===== config.mk =====
export PLATFORM = sky130hd
export DESIGN_NAME = mdio_mgmt_master
export DESIGN_NICKNAME = d
export VERILOG_FILES = /design/src/rtl/mdio_mgmt_master.sv
export SDC_FILE = /design/constraint.sdc
export NUM_CORES = 1
export LEC_CHECK = 0
export ABC_AREA = 0
export BUFFER_PORTS_ARGS = -buffer_cell sky130_fd_sc_hd__buf_2
export CAP_MARGIN = 5
export CORE_UTILIZATION = 45
export DETAILED_ROUTE_END_ITERATION = 7
export PLACE_DENSITY = 0.76
export SLEW_MARGIN = 20
export SYNTH_ARGS = -nofsm -noshare
export SYNTH_HDL_FRONTEND = slang
export SYNTH_SLANG_ARGS = --single-unit

===== constraint.sdc =====
create_clock -name clk -period 2.1 [get_ports clk]
set_clock_uncertainty 0.2 [all_clocks]
set_input_delay 0.42 -clock clk [delete_from_list [all_inputs] [get_ports clk]]
set_output_delay 0.42 -clock clk [all_outputs]
set_load 0.02 [all_outputs]

===== src/rtl/mdio_mgmt_master.sv =====
module mdio_mgmt_master #(
  parameter int DIV_W   = 6,
  parameter int PRE_LEN = 32,
  parameter int FRAME_W = 32,
  parameter int DATA_W  = 16
) (
  input  logic        clk,
  input  logic        rst_n,
  input  logic        reg_wr,
  input  logic        reg_addr,
  input  logic [31:0] reg_wdata,
  output logic [31:0] reg_rdata,
  output logic        busy,
  output logic        irq,
  output logic        mdc,
  output logic        mdio_o,
  output logic        mdio_oe,
  input  logic        mdio_i
);
  localparam int BW       = $clog2((PRE_LEN > FRAME_W) ? PRE_LEN : FRAME_W);
  localparam int D_START  = FRAME_W - DATA_W;
  localparam int TA_START = D_START - 2;
  localparam int SKIP_BIT = DIV_W + 1;

  typedef enum logic [1:0] {S_IDLE, S_PRE, S_FRM} st_t;

  st_t              st;
  logic [FRAME_W-1:0] fr;
  logic             skip_pre;
  logic [DIV_W-1:0] div, dcnt;
  logic [BW-1:0]    bcnt;
  logic             rd, samp, mdc_q, irq_q;

  wire active    = (st != S_IDLE);
  wire div_nz    = (div != '0);
  wire tick      = active && div_nz && (dcnt == div - 1'b1);
  wire rise      = tick && !mdc_q;
  wire fall      = tick && mdc_q;
  wire frame_wr  = reg_wr && !reg_addr;
  wire start     = frame_wr && !active && div_nz;
  wire rx_slot   = rd && (st == S_FRM) && (bcnt >= BW'(TA_START));
  wire data_slot = rd && (st == S_FRM) && (bcnt >= BW'(D_START));

  always_ff @(posedge clk) begin
    if (!rst_n) begin
      st <= S_IDLE; fr <= '0; skip_pre <= 1'b0; div <= '0; dcnt <= '0;
      bcnt <= '0; rd <= 1'b0; samp <= 1'b0; mdc_q <= 1'b0; irq_q <= 1'b0;
    end else begin
      irq_q <= 1'b0;
      if (reg_wr && reg_addr) begin
        skip_pre <= reg_wdata[SKIP_BIT];
        div      <= reg_wdata[DIV_W:1];
      end
      if (frame_wr) fr <= reg_wdata[FRAME_W-1:0];
      if (start) begin
        st    <= skip_pre ? S_FRM : S_PRE;
        bcnt  <= '0;
        dcnt  <= '0;
        mdc_q <= 1'b0;
        rd    <= (reg_wdata[FRAME_W-3 -: 2] == 2'b10);
      end else if (active && div_nz) begin
        dcnt <= tick ? '0 : dcnt + 1'b1;
        if (tick) mdc_q <= !mdc_q;
        if (rise) samp <= mdio_i;
        if (fall) begin
          if (st == S_PRE) begin
            if (bcnt == BW'(PRE_LEN - 1)) begin
              st   <= S_FRM;
              bcnt <= '0;
            end else bcnt <= bcnt + 1'b1;
          end else begin
            if (!frame_wr) fr <= {fr[FRAME_W-2:0], data_slot ? samp : fr[FRAME_W-1]};
            if (bcnt == BW'(FRAME_W - 1)) begin
              st    <= S_IDLE;
              irq_q <= 1'b1;
            end else bcnt <= bcnt + 1'b1;
          end
        end
      end
    end
  end

  assign busy    = active;
  assign irq     = irq_q;
  assign mdc     = mdc_q;
  assign mdio_o  = (st == S_PRE) || ((st == S_FRM) && fr[FRAME_W-1]);
  assign mdio_oe = (st == S_PRE) || ((st == S_FRM) && !rx_slot);
  assign reg_rdata = reg_addr ? 32'({skip_pre, div, 1'b0}) : 32'(fr);
endmodule



### After elaboration in Yosys (flattened, before gate mapping)

Cells that the tools add are included.

| cells by class | value |
|---|---|
| reduce and logical (&&, ||, !) cells | 30 |
| equality and inequality tests | 6 |
| bitwise gates (word level) | 4 |
| add/subtract/negate cells | 3 |
| order comparisons | 2 |
| multiplexer cells | 20 |

Operators with widths:

| kind | number |
|---|---|
| 32-bit 2-to-1 mux | 7 |
| 5-bit 2-to-1 mux | 3 |
| 2-bit 2-to-1 mux | 7 |
| 1-bit logical AND | 13 |
| 3-bit AND reduction | 3 |
| 2-bit nonzero test | 4 |
| 6-bit by 1-bit adder with 6-bit output (second input constant) | 1 |
| 6-bit equality test | 1 |
| 6-bit 2-to-1 mux | 1 |
| 6-bit nonzero test | 1 |
| 6-bit by 1-bit subtractor with 6-bit output (second input constant) | 1 |
| 5-bit by 1-bit adder with 5-bit output (second input constant) | 1 |
| 5-bit equality test (second input constant) | 1 |
| 5-bit by 4-bit greater-or-equal comparator with 1-bit output (second input constant) | 1 |
| 5-bit greater-or-equal comparator (second input constant) | 1 |
| 5-bit OR reduction | 1 |
| 2-bit equality test (second input constant) | 2 |
| 1-bit logical NOT | 4 |
| 1-bit inverter | 4 |
| 2-bit by 1-bit equality test with 1-bit output (second input constant) | 1 |
| 1-bit logical OR | 2 |
| 1-bit 2-to-1 mux | 2 |
| 2-bit inequality test (second input constant) | 1 |
| 2-bit AND reduction | 1 |
| 2-bit OR reduction | 1 |

| storage, ports and cells | value |
|---|---|
| input bits | 37 |
| logic and storage cells | 75 |
| flip-flop bits (word level) | 56 |
| output and inout bits | 37 |

### Logic depth before layout (Yosys ltp)

| depth | value |
|---|---|
| depth after elaboration | 9 |
| mapped depth | 9 |

### Worst setup path after synthesis

Ideal clock, no wire load.

| timing | value |
|---|---|
| path type | register to register |
| start point | register div[0] |
| end point | register st[1] |
| setup slack | -0.130 ns |
| required time | 1.830 ns |
| buffers on the path | 1 |
| library setup time | 0.070 ns |
| period minus slack after synthesis | 2.230 ns |
| stages on the path, launching flop included | 10 |
| data arrival time | 1.960 ns |
| cells stage by stage | dfxtp_1 -> inv_1 -> ha_1 -> xnor3_1 -> a32oi_1 -> o21bai_4 -> or3_1 -> buf_2 -> o32a_1 -> a21boi_1 |

| on the way | value |
|---|---|
| word-level cells in the longest chain between the ends | 6 |
| elaborated cells between the ends (all ways) | 12 |
| those cells by class | add/sub (1); eq/ne (1); mux (1); reduce/logical (9) |

RTL lines:

| what | RTL line | text |
|---|---|---|
| start, declared | 30 | `logic [DIV_W-1:0] div, dcnt;` |
| start signal, assigned | 52 | `div <= reg_wdata[DIV_W:1];` |
| 6-bit by 1-bit subtractor with 6-bit output / 6-bit nonzero test (equally long branches) | 36, 35 |  |
| 6-bit equality test / 1-bit logical AND (equally long branches) | 36, 61 |  |
| 1-bit logical AND | 36 | `wire tick = active && div_nz && (dcnt == div - 1'b1);` |
| 1-bit logical AND | 38 | `wire fall = tick && mdc_q;` |
| 2-bit nonzero test (no source line) | -- |  |
| 3-bit AND reduction (no source line) | -- |  |
| end signal, assigned | 56 | `st <= skip_pre ? S_FRM : S_PRE;` |
| end, declared | 27 | `st_t st;` |

Several ways; a longest one is shown, not always the timed one.
A chain may end at the register's enable or synchronous reset.

### Final worst setup path

Ends and elaborated chain as after synthesis.

==> results.md <==
- Status: complete, but fails checks
- Failing checks: negative setup slack
- Router iterations before antenna repair: 4
- All-layer global routing usage: 0.203
- Area share of the largest cell type after synthesis: 0.376
- Final worst-path cycle share: 1.02
- Setup TNS: -0.0665 ns
- Effective utilization at floorplan: 0.467
- Rows: 29
- CP endpoint kind: flop
- Syn avg cell area: 8.67 sq um
- Fmax: 468 MHz
- Fin. max-slew vios: 0
- Global routing's busiest layer: met2
- Cts hold-fix bufs: 0
- Via count: 2755
- Worst Tran Pin Value: 0.368 ns
- Register area share after synthesis: 0.376
- Clock tree buffer depth: 2
- Minimum clock period: 2.14 ns
- Net Count, Synth: 387
- Cts bufs inserted: 5
- Core Box Area: 0.00639 sq mm
- M1 GR Usage: 0.258
- Drt drc: 0
- Relative slew slack: 0.754
- Max_cap viols: 0
- IO Port Bufs: 73
- Antenna-violating nets left: 0
- P&R area growth vs syn: 29.4%
- Initial antenna violation count: 0
- Layout cells sized above 1: 0.328
- H-tree levels: 2
- Vias in the first global route: 2533
- Vias per inst: 5.47
- Final hold vios: 0
- Pwr dens: 595 mW/mm^2
- Die ar.: 0.00696 sq mm
- Largest area contributor in the netlist: dfxtp_1
- Final Setup Violations: 4
- Routability Congestion: 0.828
- Static Leak: 1.84 nW
- DIE HEIGHT: 83.4 um
- Tot Pwr: 2.30 mW
- N_diodes: 0
- Worst skew pair latency: 0.31 ns
- RSZ-0062 raised after global routing: true
- Post-route setup slack: -0.0363 ns
- DR WL/cell: 14.1 um
- Syn. warnings: 0
- Maximum vdd ir drop: 0.000372 V
- Netlist cell types: 47
- Top Ports: 74
- Clk root buf: clkbuf_8
- GRT overflow: 0
- Largest net degree at the start of global routing: 53
- Horiz. Die Dim: 83.4 um
- Routing usage on met3: 0.0378
- Worst setup path class: flop to flop
- Worst-path clk slew: 0.10 ns
- Flops & latches, synth: 56
- CP Launch Type: flop
- Number of enable flip-flop cells after synthesis: 0
- Global routing usage on met2: 0.329
- Predominant post-synthesis flop cell: dfxtp_1
- Layout net count: 469
- DP HPWL: 5040 um
- TritonCTS Sinks: 56
- Critical Path RT: 2.15 ns
- Syn Inst Count: 344
- Post-layout util: 0.604
- 1st-iter DRT viols: 103
- Crit Path Max Fanout: 8
- Detailed Route WL: 7080 um
- Crit path DAT: 2.19 ns
- Hold crit path type: primary input to flop
- Async set or reset register ratio after synthesis: 0
- Cell Area, Synth: 0.00298 sq mm
- First-pass GRT wire length: 11600 um
- Dominant cells by area after synthesis: dfxtp_1 38%, mux2i_1 10%, a21oi_1 6.5%
- CTS tree: done
[layout by cell type (no fill, tap or decap), drive strengths merged, types with 5 or more instances in the layout]
cell type / n
a21oi: 39
nor2b: 29
xor2: 7
a21boi: 9
mux2i: 31
nor3: 5
mux2: 8
nand3: 17
clkbuf: 7
buf: 95
inv: 7
nor2: 9
nand4: 5
ha: 6
dfxtp: 56
o21ai: 39
nand2: 25
[timing repair]
| action | CTS | global route |
|---|---|---|
| gates resized for setup | 8 | 20 |
| buffers inserted | 2 | 0 |
| endpoints found under the setup margin | 37 | 45 |
| pin swaps | 3 | 33 |
| gates cloned | 0 | 1 |
[cell type report]
class	count	area (sq um)
fill	581	2530
timing repair buffer	96	636
clock inverter	2	38.8
inverter	7	31.3
multi-input combinational	260	1840
clock buffer	6	82.6
sequential	56	1130
tap	77	96.3
[worst max-delay path: stages, from the launching register on]
cell	delay [ns]
dfxtp_4	0.39
inv_4	0.05
ha_4	0.27
xor2_2	0.15
nand4_1	0.16
or3_4	0.44
o32a_1	0.30
a21boi_1	0.12
[power breakdown]
group          total (mW)  internal [mW]  switching [mW]  leakage, nW
Clock               0.748          0.390           0.358       0.0614
Combinational       0.391          0.178           0.213         1.32
Sequential           1.16           1.11          0.0452        0.461
Total                2.30           1.68           0.616         1.84
[metal layers]
layer  share of wire  routed length [um]
met1            0.44                3140
met2            0.49                3450
met3           0.039                 278
met4           0.031                 223
met5               0                   0
[flip-flops by register name, summed over array words and instances, names as in the netlist]
name	count
samp	1
div	6
irq	1
st	2
mdc	1
bcnt	5
skip_pre	1
rd	1
fr	32
dcnt	6
[synth_stat cells (3+ instances only)]
cell and count:
dfxtp_1 56, a21oi_1 39, o21ai_0 39, mux2i_1 31, nor2b_1 29, nand2_1 25, nand3_1 16, clkbuf_1 15
nor2_1 9, a21boi_0 8, mux2_2 8, inv_1 7, xor2_1 7, ha_1 6, nand4_1 5, nor3_1 4
buf_6 3, xnor2_1 3
[per-stage QoR]
| stage | setup WS, ns | std cells | cell area, sq um | hold WS [ns] |
|---|---|---|---|---|
| floorplan | -0.00115 | 344 | 3020 | 0.253 |
| global placement | 0.00910 | 493 | 3590 | 0.267 |
| detailed placement | -0.0601 | 493 | 3590 | 0.283 |
| CTS | -0.0129 | 503 | 3750 | 0.135 |
| global route | -0.113 | 504 | 3860 | 0.140 |
| finish | -0.0363 | 504 | 3860 | 0.137 |
[final timing paths]
path	startpoint	endpoint	slack, ns	cells past startpoint
setup / recovery	div[0]	st[1]	-0.04	7
hold / removal	mdio_i	samp	0.14	3
setup reg to reg	div[0]	st[1]	-0.04	7
hold reg to reg	skip_pre	skip_pre	0.30	2
[cells by family after synthesis]
family                     share of synthesized area
DFF                                            0.376
adders and majority gates                     0.0252
buffers and inverters                         0.0432
AOI/OAI and AO/OA                              0.195
xor gates and xnor gates                      0.0369
and+or+nand+nor                                0.189
muxes                                          0.134
(Power assumes the default switching activity.)
